<file path="src/rtl/spi_port_pkg.sv">
package spi_port_pkg;

  typedef struct packed {
    logic [1:0] spare;
    logic       dbl;
    logic [1:0] rate;
    logic       lsb_first;
    logic       master;
    logic       enable;
  } ctrl_t;

  localparam logic [1:0] A_CTRL = 2'd0;
  localparam logic [1:0] A_STAT = 2'd1;
  localparam logic [1:0] A_DATA = 2'd2;

  // Full serial-clock period in system clocks.
  function automatic logic [7:0] spi_divisor(input logic [1:0] sel, input logic dbl);
    logic [7:0] base;
    case (sel)
      2'd0:    base = 8'd4;
      2'd1:    base = 8'd16;
      2'd2:    base = 8'd64;
      default: base = 8'd128;
    endcase
    return dbl ? (base >> 1) : base;
  endfunction

endpackage

</file>
<file path="src/rtl/spi_sync.sv">
module spi_sync #(
  parameter int   STAGES  = 2,
  parameter logic RST_VAL = 1'b0
) (
  input  logic clk,
  input  logic rst_n,
  input  logic d,
  output logic q
);
  logic [STAGES-1:0] chain;

  always_ff @(posedge clk or negedge rst_n) begin
    if (!rst_n) chain <= {STAGES{RST_VAL}};
    else        chain <= {chain[STAGES-2:0], d};
  end

  assign q = chain[STAGES-1];
endmodule

</file>
<file path="src/rtl/spi_rate_gen.sv">
module spi_rate_gen
  import spi_port_pkg::*;
#(
  parameter int CW = 7
) (
  input  logic       clk,
  input  logic       rst_n,
  input  logic       run,
  input  logic [1:0] sel,
  input  logic       dbl,
  output logic       tick
);
  logic [CW-1:0] cnt;
  logic [7:0]    div;
  logic [7:0]    half_m1;

  assign div     = spi_divisor(sel, dbl);
  assign half_m1 = (div >> 1) - 8'd1;
  assign tick    = run && (cnt == half_m1[CW-1:0]);

  always_ff @(posedge clk or negedge rst_n) begin
    if (!rst_n)            cnt <= '0;
    else if (!run || tick) cnt <= '0;
    else                   cnt <= cnt + 1'b1;
  end
endmodule

</file>
<file path="src/rtl/spi_shifter.sv">
module spi_shifter #(
  parameter int DW = 8
) (
  input  logic          clk,
  input  logic          rst_n,
  input  logic          load,
  input  logic [DW-1:0] load_val,
  input  logic          lsb_first,
  input  logic          sample_evt,
  input  logic          sample_bit,
  input  logic          shift_evt,
  input  logic          clear,
  output logic          out_bit,
  output logic [DW-1:0] frame_word,
  output logic          last_shift,
  output logic          cnt_nz
);
  localparam int CW = (DW > 2) ? $clog2(DW) : 1;
  localparam logic [CW-1:0] LAST = CW'(DW - 1);

  logic [DW-1:0] sr;
  logic          cap;
  logic [CW-1:0] cnt;

  function automatic logic [DW-1:0] shift_word(input logic [DW-1:0] w, input logic b,
                                               input logic lsb);
    if (lsb) return {b, w[DW-1:1]};
    else     return {w[DW-2:0], b};
  endfunction

  assign out_bit    = lsb_first ? sr[0] : sr[DW-1];
  assign frame_word = shift_word(sr, cap, lsb_first);
  assign last_shift = shift_evt && (cnt == LAST);
  assign cnt_nz     = (cnt != '0);

  always_ff @(posedge clk or negedge rst_n) begin
    if (!rst_n) begin
      sr  <= '0;
      cap <= 1'b0;
      cnt <= '0;
    end else begin
      if (sample_evt) cap <= sample_bit;
      if (load) begin
        sr  <= load_val;
        cnt <= '0;
      end else if (clear) begin
        cnt <= '0;
      end else if (shift_evt) begin
        sr  <= frame_word;
        cnt <= last_shift ? '0 : cnt + 1'b1;
      end
    end
  end
endmodule

</file>
<file path="src/rtl/spi_flag_unit.sv">
module spi_flag_unit (
  input  logic clk,
  input  logic rst_n,
  input  logic set_done,
  input  logic set_wcol,
  input  logic stat_rd,
  input  logic data_acc,
  output logic done,
  output logic wcol
);
  logic arm_done, arm_wcol;

  always_ff @(posedge clk or negedge rst_n) begin
    if (!rst_n) begin
      arm_done <= 1'b0;
      arm_wcol <= 1'b0;
      done     <= 1'b0;
      wcol     <= 1'b0;
    end else begin
      if (stat_rd) begin
        arm_done <= done;
        arm_wcol <= wcol;
      end else if (data_acc) begin
        arm_done <= 1'b0;
        arm_wcol <= 1'b0;
      end
      done <= set_done | (done & ~(data_acc & arm_done));
      wcol <= set_wcol | (wcol & ~(data_acc & arm_wcol));
    end
  end
endmodule

</file>
<file path="src/rtl/spi_port_ctrl.sv">
module spi_port_ctrl
  import spi_port_pkg::*;
#(
  parameter int DW          = 8,
  parameter int SYNC_STAGES = 2,
  parameter int RATE_CW     = 7
) (
  input  logic       clk,
  input  logic       rst_n,
  input  logic [1:0] bus_addr,
  input  logic       bus_wr,
  input  logic       bus_rd,
  input  logic [7:0] bus_wdata,
  output logic [7:0] bus_rdata,
  output logic       sck_o,
  output logic       mosi_o,
  input  logic       miso_i,
  output logic       ss_n_o,
  input  logic       sck_i,
  input  logic       mosi_i,
  input  logic       ss_n_i,
  output logic       miso_o,
  output logic       miso_oe
);
  localparam int NSYNC = 3;

  ctrl_t         ctrl;
  logic [DW-1:0] rx_buf;
  logic          m_busy, sck_m, sck_prev, mid;
  logic          tick, out_bit, last_shift, cnt_nz;
  logic [DW-1:0] frame_word;
  logic          done_flag, wcol_flag;

  // Slave-side synchronisers: bit 0 select, bit 1 data, bit 2 clock.
  logic [NSYNC-1:0] raw_in, syn_q;
  assign raw_in = {sck_i, mosi_i, ss_n_i};

  for (genvar g = 0; g < NSYNC; g++) begin : g_sync
    spi_sync #(.STAGES(SYNC_STAGES), .RST_VAL(g == 0)) i_sync (
      .clk(clk), .rst_n(rst_n), .d(raw_in[g]), .q(syn_q[g]));
  end

  logic ss_q, mosi_q, sck_q;
  assign ss_q   = syn_q[0];
  assign mosi_q = syn_q[1];
  assign sck_q  = syn_q[2];

  // Mode and bus decode
  logic is_master, is_slave, slave_active;
  assign is_master    = ctrl.enable & ctrl.master;
  assign is_slave     = ctrl.enable & ~ctrl.master;
  assign slave_active = is_slave & ~ss_q;

  logic wr_ctrl, wr_data, stat_rd, data_acc;
  assign wr_ctrl  = bus_wr & (bus_addr == A_CTRL);
  assign wr_data  = bus_wr & (bus_addr == A_DATA);
  assign stat_rd  = bus_rd & (bus_addr == A_STAT);
  assign data_acc = (bus_rd | bus_wr) & (bus_addr == A_DATA);

  // Internal events, named for the checker
  logic m_rise, m_fall, s_rise, s_fall, in_progress, load, wcol_set, frame_done;
  assign m_rise      = tick & ~sck_m;
  assign m_fall      = tick & sck_m;
  assign s_rise      = slave_active & sck_q & ~sck_prev;
  assign s_fall      = slave_active & ~sck_q & sck_prev;
  assign in_progress = is_master ? m_busy : (slave_active & (cnt_nz | mid));
  assign load        = wr_data & ctrl.enable & ~in_progress;
  assign wcol_set    = wr_data & ctrl.enable & in_progress;
  assign frame_done  = last_shift;

  spi_rate_gen #(.CW(RATE_CW)) i_rate (
    .clk(clk), .rst_n(rst_n), .run(m_busy), .sel(ctrl.rate), .dbl(ctrl.dbl), .tick(tick));

  spi_shifter #(.DW(DW)) i_shift (
    .clk(clk), .rst_n(rst_n), .load(load), .load_val(bus_wdata[DW-1:0]),
    .lsb_first(ctrl.lsb_first),
    .sample_evt(is_master ? m_rise : s_rise),
    .sample_bit(is_master ? miso_i : mosi_q),
    .shift_evt(is_master ? m_fall : s_fall),
    .clear(~ctrl.enable | (is_slave & ss_q)),
    .out_bit(out_bit), .frame_word(frame_word), .last_shift(last_shift), .cnt_nz(cnt_nz));

  spi_flag_unit i_flags (
    .clk(clk), .rst_n(rst_n), .set_done(frame_done), .set_wcol(wcol_set),
    .stat_rd(stat_rd), .data_acc(data_acc), .done(done_flag), .wcol(wcol_flag));

  always_ff @(posedge clk or negedge rst_n) begin
    if (!rst_n) begin
      ctrl     <= '0;
      rx_buf   <= '0;
      m_busy   <= 1'b0;
      sck_m    <= 1'b0;
      sck_prev <= 1'b0;
      mid      <= 1'b0;
    end else begin
      if (wr_ctrl) ctrl <= ctrl_t'(bus_wdata);
      if (frame_done) rx_buf <= frame_word;
      sck_prev <= sck_q;

      if (!is_master || last_shift) m_busy <= 1'b0;
      else if (load)                m_busy <= 1'b1;

      if (!m_busy)   sck_m <= 1'b0;
      else if (tick) sck_m <= ~sck_m;

      if (!slave_active) mid <= 1'b0;
      else if (s_rise)   mid <= 1'b1;
      else if (s_fall)   mid <= 1'b0;
    end
  end

  always_comb begin
    case (bus_addr)
      A_CTRL:  bus_rdata = ctrl;
      A_STAT:  bus_rdata = {done_flag, wcol_flag, 6'b0};
      A_DATA:  bus_rdata = 8'(rx_buf);
      default: bus_rdata = '0;
    endcase
  end

  assign sck_o   = sck_m;
  assign mosi_o  = is_master & out_bit;
  assign ss_n_o  = ~m_busy;
  assign miso_o  = out_bit;
  assign miso_oe = slave_active;
endmodule

</file>
<file path="config.mk">
export PLATFORM = sky130hd
export DESIGN_NAME = spi_port_ctrl
export DESIGN_NICKNAME = d
export VERILOG_FILES = /design/src/rtl/spi_port_pkg.sv /design/src/rtl/spi_sync.sv /design/src/rtl/spi_rate_gen.sv /design/src/rtl/spi_shifter.sv /design/src/rtl/spi_flag_unit.sv /design/src/rtl/spi_port_ctrl.sv
export SDC_FILE = /design/constraint.sdc
export NUM_CORES = 1
export LEC_CHECK = 0
export ABC_AREA = 1
export BUFFER_PORTS_ARGS = -buffer_cell sky130_fd_sc_hd__buf_2
export CORE_ASPECT_RATIO = 1.4
export CORE_MARGIN = 4
export CORE_UTILIZATION = 40
export CTS_CLUSTER_SIZE = 10
export DETAILED_ROUTE_END_ITERATION = 6
export GPL_ROUTABILITY_DRIVEN = 0
export PLACE_DENSITY = 0.56
export SYNTH_ARGS = -nofsm -noshare
export SYNTH_HDL_FRONTEND = slang
export SYNTH_HIERARCHICAL = 1
export SYNTH_SLANG_ARGS = --single-unit
</file>
<file path="constraint.sdc">
create_clock -name clk -period 2.3 [get_ports clk]
set_input_delay 0.345 -clock clk [delete_from_list [all_inputs] [get_ports clk]]
set_output_delay 0.345 -clock clk [all_outputs]
set_load 0.01 [all_outputs]
</file>
==> impl_metrics.json, run 1 <==
{
  "status": "complete, no violations",
  "cts_tree": "done",
  "drt-total-wl_um": 5760,
  "avgSynthCellArea_um2": 7.88,
  "final.setup.tns_ps": 0,
  "slew_headroom": 0.543,
  "worst_pin_slew_ps": 686,
  "drive_above_1_share": 0.188,
  "crit_path_frequent_cell": "nand2_1",
  "dieWidth_um": 75.1,
  "route.vias.total": 2099,
  "cts_buffers": 5,
  "drt_iter0_drc": 88,
  "rows": 34,
  "setup_viol": 0,
  "hold_viol_final": 0,
  "syn-num-nets": 342,
  "finalCriticalPeriod_ps": 2090,
  "p_leak_nw": 1.46,
  "slowest_stage": "dfrtp_1",
  "criticalPathCategory": "reg2reg",
  "synth_area_leaders": "dfrtp_1 47%, nand2_1 16%, nand3_1 6.5%, inv_1 5.2%, nor2_1 3.7%",
  "syn_area_mm2": 0.00252,
  "clock_skew_ps": 9.24,
  "critical_path.top_delay_family": "simple AND/OR/NAND/NOR gates",
  "wire_per_inst_um": 13.4,
  "clock_sinks": 49,
  "grt_pass1_wl_um": 9380,
  "netlist_instances": 320,
  "die_area_mm2": 0.00766,
  "drc_errors": 0,
  "fillers": 633,
  "async_reset_ff_frac": 1.00,
  "synth.most_common_cell": "nand2_1",
  "syn2layout_area_growth_pct": 14.1,
  "clk_latency_ps": 300,
  "ys_types": 31,
  "final.setup.worst_slack_ps": 212,
  "crit_required_ps": 2520,
  "io_pins": 31,
  "initial_core_util": 0.409,
  "dpl.cell_count": 419,
  "ys_ff_latch": 49,
  "p_per_area_mw_per_mm2": 721,
  "fin_nets": 378,
  "startpoint_type": "flip-flop",
  "track_usage": 0.161,
  "vdd.ir_drop.worst_mv": 0.308,
  "drt_first_pass_iters": 4,
  "ys.flop_type": "dfrtp_1",
  "drv_slew": 0,
  "ant_nets": 0,
  "dieHeight_um": 102,
  "period_share": 0.908,
  "synth_top_area_share": 0.466,
  "grt_pass1_vias": 1989,
  "dpl.hpwl_um": 4400,
  "worstPathMaxFanout": 10,
  "coreArea_mm2": 0.00617,
  "seq_area_frac_synth": 0.487,
  "final_cells": 429,
  "vias_per_cell": 4.89,
  "cts_buffer_depth": 2,
  "utilization": 0.467,
  "synth_top_area_cell": "dfrtp_1",
  "overflow": 0,
  "dp_slack_ps": 62.8,
  "numPortBuffers": 30,
  "crit_buf_inv": 2,
  "crit_chain": "inv_1 > nand2_1 > nand3_1 > nand2_1 > nor2_1 > nand3_2 > nor2_2 > nand3_1 > nand2_1 > nand2_4 > nor2_4 > buf_12 > nand2_1 > o21ai_0",
  "drv_cap": 0,
  "synth_common_cells": "109 x nand2_1, 47 x dfrtp_1, 35 x inv_1",
  "n_antenna_cell": 0,
  "slowest_delay_ps": 410,
  "max_freq_mhz": 479,
  "clkTransAtPathRegs_ps": 100,
  "end_kind": "flip-flop",
  "power_mw": 2.08,
  "synth_edf_count": 0,
  "root_buffer": "clkbuf_8",
  "antenna_found_initial": 0,
  "cts_max_level": 2,
  "grt_start_max_net_pins": 31,
  "crit_arrival_ps": 2310,
  "hold_path_class": "in2async",
  "yosys_warnings": 6
}
[area by class of cell]
| cell class | instances | area [µm²] | share of cell area |
|---|---|---|---|
| Multi-Input combinational cell | 225 | 1100 | 0.381 |
| Clock buffer | 6 | 72.6 | 0.0252 |
| Timing Repair inverter | 1 | 7.51 | 0.00261 |
| Clock inverter | 2 | 35.0 | 0.0122 |
| Inverter | 40 | 155 | 0.0539 |
| Sequential cell | 49 | 1230 | 0.427 |
| Tap cell | 72 | 90.1 | 0.0313 |
| Timing Repair Buffer | 34 | 193 | 0.0669 |
[layer usage]
layer  vias up  wire length, µm  GRT usage
met4         0              104     0.0548
met5         -                0          0
met3         9              194     0.0305
met2        38             2950      0.274
met1       978             2510      0.203
li1       1074                -          -
[what timing repair did]
| action | 4_1_cts | 5_1_grt |
|---|---|---|
| hold buffers | 0 | 0 |
| setup buffers | 0 | 1 |
| gates resized for setup | 0 | 3 |
| setup endpoints to repair | 0 | 21 |
[logic make-up after synthesis]
logic type	Yosys count	share of synthesized area
compound gates	31	0.0680
xor+xnor	5	0.0174
fa+ha+maj	4	0.0198
buf+inv	46	0.0789
flops	49	0.487
mux	1	0.00446
simple gates	184	0.324
[worst paths after layout]
kind	to	start	depth (start not counted)	slack, ps
max reg2reg	i_shift/cnt[2]	ctrl[5]	14	210
max	i_shift/cnt[2]	ctrl[5]	14	210
max in group asynchronous	g_sync[0].i_sync/chain[1]	rst_n	2	1530
min	ctrl[6]	rst_n	1	70
min in group clk	g_sync[0].i_sync/chain[0]	ss_n_i	1	140
min reg2reg	g_sync[1].i_sync/chain[1]	g_sync[1].i_sync/chain[0]	0	350
[per-stage QoR]
step,area [µm²],hold WS [ps]
finish,2880,73.9
global route,2880,125
CTS,2850,94.0
detailed placement,2740,335
global placement,2740,333
floorplan,2520,49.4
[sequential cells by signal, summed over array words and instances (netlist names)]
name                 count
sck_prev                 1
i_rate/cnt               7
rx_buf                   8
m_busy                   1
i_flags/done             1
i_shift/sr               8
i_shift/cap              1
sck_o                    1
g_sync.i_sync/chain      6
i_shift/cnt              3
i_flags/arm_wcol         1
ctrl                     8
mid                      1
i_flags/wcol             1
i_flags/arm_done         1
[worst register-to-register path, cell delays in order (launching register included)]
cell and delay [ps]:
dfrtp_1 410, inv_1 150, nand2_1 90, nand3_1 80
nand2_1 60, nor2_1 100, nand3_2 120, nor2_2 160
nand3_1 90, nand2_1 180, nand2_4 140, nor2_4 160
buf_12 130, nand2_1 50, o21ai_0 70
[placed cells by master, fill, tap and decap left out, drive strengths merged, types with 3 or more instances in the layout]
cell      n
nand2   116
dfrtp    47
inv      38
nand3    34
buf      34
nor2     30
o21ai    18
a21oi     7
clkbuf    6
ha        4
xor2      3
[report_power, final]
| group | internal (mW) | switching [mW] |
|---|---|---|
| clock | 0.323 | 0.284 |
| combinational | 0.152 | 0.253 |
| sequential | 0.964 | 0.0995 |
| total | 1.44 | 0.637 |
Note: power is estimated with default switching activity, not from simulation.
==> inputs of run 2 (changes only) <==
--- a/config.mk
+++ b/config.mk
@@ -9,11 +9,11 @@
 export BUFFER_PORTS_ARGS = -buffer_cell sky130_fd_sc_hd__buf_2
 export CORE_ASPECT_RATIO = 1.4
 export CORE_MARGIN = 4
-export CORE_UTILIZATION = 40
+export CORE_UTILIZATION = 57
 export CTS_CLUSTER_SIZE = 10
 export DETAILED_ROUTE_END_ITERATION = 6
 export GPL_ROUTABILITY_DRIVEN = 0
-export PLACE_DENSITY = 0.56
+export PLACE_DENSITY = 0.75
 export SYNTH_ARGS = -nofsm -noshare
 export SYNTH_HDL_FRONTEND = slang
 export SYNTH_HIERARCHICAL = 1
==> run 2 against run 1 <==
Critical path depth is 3 lower; setup slack better by 6.5 ps; sequential power hardly changed; count of clock-buffer cells in the layout stayed put; global-route usage is 5.4 points higher; die area is 27% lower; total power is 1.3% higher; largest cell class unchanged.
==> impl_metrics.json, run 2 (synthesized netlist as in run 1, its figures left out) <==
{
  "status": "complete, no violations",
  "dpl.hpwl_um": 3900,
  "antenna_found_initial": 0,
  "io_pins": 31,
  "coreArea_mm2": 0.00424,
  "vdd.ir_drop.worst_mv": 0.557,
  "hold_viol_final": 0,
  "dieWidth_um": 64.2,
  "rsz0062_at_grt": "no",
  "criticalPathCategory": "reg2reg",
  "ant_nets": 0,
  "drt-total-wl_um": 5400,
  "drive_above_1_share": 0.186,
  "dp_slack_ps": 119,
  "crit_chain": "o21ai_0 > nand3_1 > nor2_2 > nand3_2 > nor2_2 > nand3_1 > nand2_1 > nand2_4 > nor2_4 > nand2_1 > o21ai_0",
  "largest_registers": "ctrl x8, i_shift/sr x8, rx_buf x8",
  "startpoint_type": "flip-flop",
  "fillers": 362,
  "track_usage": 0.215,
  "final.setup.worst_slack_ps": 218,
  "cts_buffer_depth": 2,
  "hold_path_class": "in2async",
  "grt_pass1_wl_um": 9320,
  "slowest_stage": "dfrtp_1",
  "hold_buffers": 0,
  "crit_arrival_ps": 2300,
  "clock_skew_ps": 10.1,
  "drv_cap": 0,
  "slew_headroom": 0.596,
  "vias_per_cell": 5.20,
  "grt_pass1_vias": 2112,
  "dieHeight_um": 86.7,
  "drt_iter0_drc": 143,
  "finalCriticalPeriod_ps": 2080,
  "clock_sinks": 49,
  "route.vias.total": 2156,
  "rows": 28,
  "max_freq_mhz": 480,
  "worst_pin_slew_ps": 606,
  "period_share": 0.905,
  "syn2layout_area_growth_pct": 12.9,
  "end_kind": "flip-flop",
  "overflow": 0,
  "clkTransAtPathRegs_ps": 90,
  "drc_errors": 0,
  "cts_tree": "done",
  "clk_latency_ps": 310,
  "layout_commonest_cell": "nand2_1",
  "root_buffer": "clkbuf_8",
  "grt_start_max_net_pins": 50,
  "crit_required_ps": 2520,
  "fin_nets": 376,
  "worstPathMaxFanout": 11,
  "n_antenna_cell": 0,
  "initial_core_util": 0.595,
  "die_area_mm2": 0.00557,
  "p_per_area_mw_per_mm2": 738,
  "critical_path.top_delay_family": "simple AND/OR/NAND/NOR gates",
  "wire_per_inst_um": 13.0,
  "slowest_delay_ps": 450,
  "numPortBuffers": 30,
  "drv_slew": 0,
  "layout_common_cells": "109 x nand2_1, 47 x dfrtp_1, 34 x inv_1",
  "setup_viol": 0,
  "crit_buf_inv": 0,
  "drt_first_pass_iters": 4,
  "p_leak_nw": 1.45,
  "final.setup.tns_ps": 0,
  "cts_max_level": 2,
  "cts_buffers": 5
}
## run 2: per-layer routing
metal,vias up,GRT usage,part of all wire
met2,59,0.378,0.51
met4,0,0.0865,0.020
met3,10,0.0376,0.047
li1,1071,-,-
met1,1016,0.259,0.42
met5,-,0,0
## run 2: path summary, 6_finish.rpt
kind / cells after the start / slack [ps] / startpoint / endpoint
setup / recovery: 11 / 220 / ctrl[4] / i_shift/cnt[1]
hold / removal: 2 / 130 / rst_n / i_rate/cnt[2]
setup reg to reg: 11 / 220 / ctrl[4] / i_shift/cnt[1]
hold reg to reg: 0 / 350 / g_sync[2].i_sync/chain[0] / g_sync[2].i_sync/chain[1]
max in group asynchronous: 2 / 1760 / rst_n / rx_buf[2]
min in group clk: 1 / 130 / ss_n_i / g_sync[0].i_sync/chain[0]
## run 2: cell type report
class / instances / area [µm²] / share of cell area
tap: 60 / 75.1 / 0.0264
sequential: 49 / 1230 / 0.431
timing repair buffer: 32 / 165 / 0.0580
clock buffer: 6 / 82.6 / 0.0290
clock inverter: 2 / 37.5 / 0.0132
multi-input combinational: 225 / 1100 / 0.385
inverter: 40 / 155 / 0.0545
timing repair inverter: 1 / 7.51 / 0.00264
## run 2: what timing repair did
action | CTS | global route
setup endpoints to repair | 0 | 21
resized for setup | 0 | 3
setup buffers | 0 | 0
## run 2: where the power goes
group          internal [mW]  total, mW  switching [mW]
sequential             0.964       1.06          0.0974
clock                  0.354      0.641           0.288
combinational          0.149      0.399           0.250
total                   1.47       2.10           0.635
## run 2: worst reg2reg max path: cells and delay by family, from the launching register on
kind | cells | cell delay, ps
and+or+nand+nor | 9 | 1250
AOI/OAI and AO/OA | 2 | 310
DFF | 1 | 450
## run 2: per-stage QoR
stage	hold WS [ps]	std cells	power, mW	cell area, µm²	utilization
6_report	127	415	2.10	2850	0.672
5_1_grt	117	415	2.23	2850	0.672
4_1_cts	124	414	2.11	2840	0.669
3_5_place_dp	336	406	1.47	2720	0.640
3_3_place_gp	332	406	1.47	2720	0.640
2_1_floorplan	49.4	320	1.34	2520	-
==> inputs of run 3 (changes only) <==
--- a/config.mk
+++ b/config.mk
@@ -9,11 +9,10 @@
 export BUFFER_PORTS_ARGS = -buffer_cell sky130_fd_sc_hd__buf_2
 export CORE_ASPECT_RATIO = 1.4
 export CORE_MARGIN = 4
-export CORE_UTILIZATION = 57
+export CORE_UTILIZATION = 45
 export CTS_CLUSTER_SIZE = 10
 export DETAILED_ROUTE_END_ITERATION = 6
 export GPL_ROUTABILITY_DRIVEN = 0
-export PLACE_DENSITY = 0.75
 export SYNTH_ARGS = -nofsm -noshare
 export SYNTH_HDL_FRONTEND = slang
 export SYNTH_HIERARCHICAL = 1
==> run 3 against run 2 <==
Global-route usage shrank 3.5 points; hold slack gained 1.7 ps; clock power grew 3%; critical path depth shrank 1; combinational power is essentially flat; sequential power is essentially flat; first-iteration DRC count shrank 45%; sequential cell count is the same; critical endpoint is now rx_buf[6]; largest cell class unchanged; highest routed layer unchanged.
==> impl_metrics.json, run 3 (synthesized netlist as in run 1, its figures left out) <==
{
  "worstPathMaxFanout": 9,
  "hold_path_class": "in2reg",
  "p_int_mw": 1.47,
  "root_buffer": "clkbuf_8",
  "fin_nets": 379,
  "clock_skew_ps": 7.26,
  "layout_common_cells": "109 x nand2_1, 47 x dfrtp_1, 34 x inv_1",
  "worst_pin_slew_ps": 460,
  "clock_sinks": 49,
  "cts_max_level": 2,
  "hold_viol_final": 0,
  "setup_viol": 0,
  "postCtsSetupRepairBufs": 0,
  "track_usage": 0.180,
  "drt_first_pass_iters": 4,
  "swShare": 0.308,
  "status": "complete, no violations",
  "layout_commonest_cell": "nand2_1",
  "seqPwrFrac": 0.501,
  "overflow": 0,
  "die_area_mm2": 0.00688,
  "clkTransAtPathRegs_ps": 100,
  "slew_headroom": 0.694,
  "ant_nets": 0,
  "cts_tree": "done",
  "coreArea_mm2": 0.00549,
  "drv_cap": 0,
  "crit_required_ps": 2490,
  "n_antenna_cell": 0,
  "crit_arrival_ps": 2210,
  "grt_pass1_vias": 2099,
  "vias_per_cell": 4.86,
  "clockPowerShare": 0.310,
  "clk_latency_ps": 300,
  "numPortBuffers": 30,
  "largest_registers": "ctrl x8, i_shift/sr x8, rx_buf x8",
  "drc_errors": 0,
  "combPwrFrac": 0.189,
  "wire_per_inst_um": 13.3,
  "route.vias.total": 2069,
  "vdd.ir_drop.worst_mv": 0.441,
  "final.setup.tns_ps": 0,
  "dieWidth_um": 71.3,
  "cts_buffer_depth": 2,
  "max_freq_mhz": 496,
  "finalInstanceArea_mm2": 0.00289,
  "cts_buffers": 5,
  "dpl.hpwl_um": 4260,
  "antenna_found_initial": 0,
  "initial_core_util": 0.460,
  "placed_area_mm2": 0.00273,
  "syn2layout_area_growth_pct": 14.5,
  "drt_iter0_drc": 79,
  "end_kind": "flip-flop",
  "period_share": 0.877,
  "drt-total-wl_um": 5680,
  "drv_slew": 0,
  "p_leak_nw": 1.46,
  "fillers": 515,
  "finalCriticalPeriod_ps": 2020,
  "drive_above_1_share": 0.190,
  "p_per_area_mw_per_mm2": 735,
  "startpoint_type": "flip-flop",
  "criticalPathCategory": "reg2reg",
  "dieHeight_um": 96.6,
  "worst_hold_slack_ps": 129,
  "p_sw_uw": 654,
  "power_mw": 2.12,
  "rows": 32,
  "grt_start_max_net_pins": 21,
  "io_pins": 31,
  "rsz0062_at_grt": "no",
  "grt_pass1_wl_um": 9720
}
## run 3: changes by cell type in the layout (fill, tap and decap cells not counted), sizes merged
cell | before | now
buf | 32 | 33
dlygate4sd3 | 0 | 1
nor2 | 30 | 31
## run 3: cell type report
class | instances | area [µm²] | share of cell area
multi-input cells | 226 | 1110 | 0.384
repair buffers | 34 | 183 | 0.0633
repair inverters | 1 | 7.51 | 0.00260
clock buffers | 6 | 82.6 | 0.0286
inverters | 40 | 155 | 0.0537
flip-flops and latches | 49 | 1230 | 0.425
clock inverters | 2 | 37.5 | 0.0130
well taps | 68 | 85.1 | 0.0295
## run 3: per-stage QoR
step / util / setup slack, ps / instances
2_1_floorplan: - / 393 / 320
3_3_place_gp: 0.498 / 177 / 415
3_5_place_dp: 0.498 / 101 / 415
4_1_cts: 0.522 / 105 / 424
5_1_grt: 0.526 / 9.23 / 426
6_report: 0.526 / 284 / 426
## run 3: per-layer routing
metal	share of wire	wire [µm]	GRT usage	up-vias
li1	-	-	-	1076
met1	0.44	2520	0.225	947
met2	0.51	2900	0.320	38
met3	0.029	163	0.0269	8
met4	0.015	88	0.0517	0
met5	0	0	0	-
## run 3: power by group through the flow
stage / Clock [mW] / Combinational (mW) / Sequential, mW
after floorplan: 0 / 0.291 / 1.05
after global placement: 0 / 0.398 / 1.08
after detailed placement: 0 / 0.401 / 1.08
after CTS: 0.671 / 0.405 / 1.06
after global routing: 0.697 / 0.473 / 1.08
final: 0.658 / 0.402 / 1.06
## run 3: timing repair
item                                    4_1_cts  5_1_grt
hold buffers                                  1        0
endpoints found under the setup margin        0       21
resized for setup                             0        4
endpoints found under the hold margin        18        0
## run 3: worst max-delay path, cell delays in order, from the launching register on
cell	delay, ps
dfrtp_1	450
o21ai_0	200
nand3_1	100
nor2_2	130
nand3_2	120
nor2_2	150
nand3_1	90
nand2_1	170
nand2_1	180
clkinvlp_4	190
o21ai_0	100
## run 3: final timing paths
kind / cells after the start / end / startpoint / slack, ps
min reg2reg: 0 / g_sync[2].i_sync/chain[1] / g_sync[2].i_sync/chain[0] / 360
max in group asynchronous: 3 / g_sync[0].i_sync/chain[1] / rst_n / 1140
min: 1 / g_sync[0].i_sync/chain[0] / ss_n_i / 130
min in group asynchronous: 2 / i_flags/arm_done / rst_n / 510
max reg2reg: 10 / rx_buf[6] / ctrl[4] / 280
max: 10 / rx_buf[6] / ctrl[4] / 280
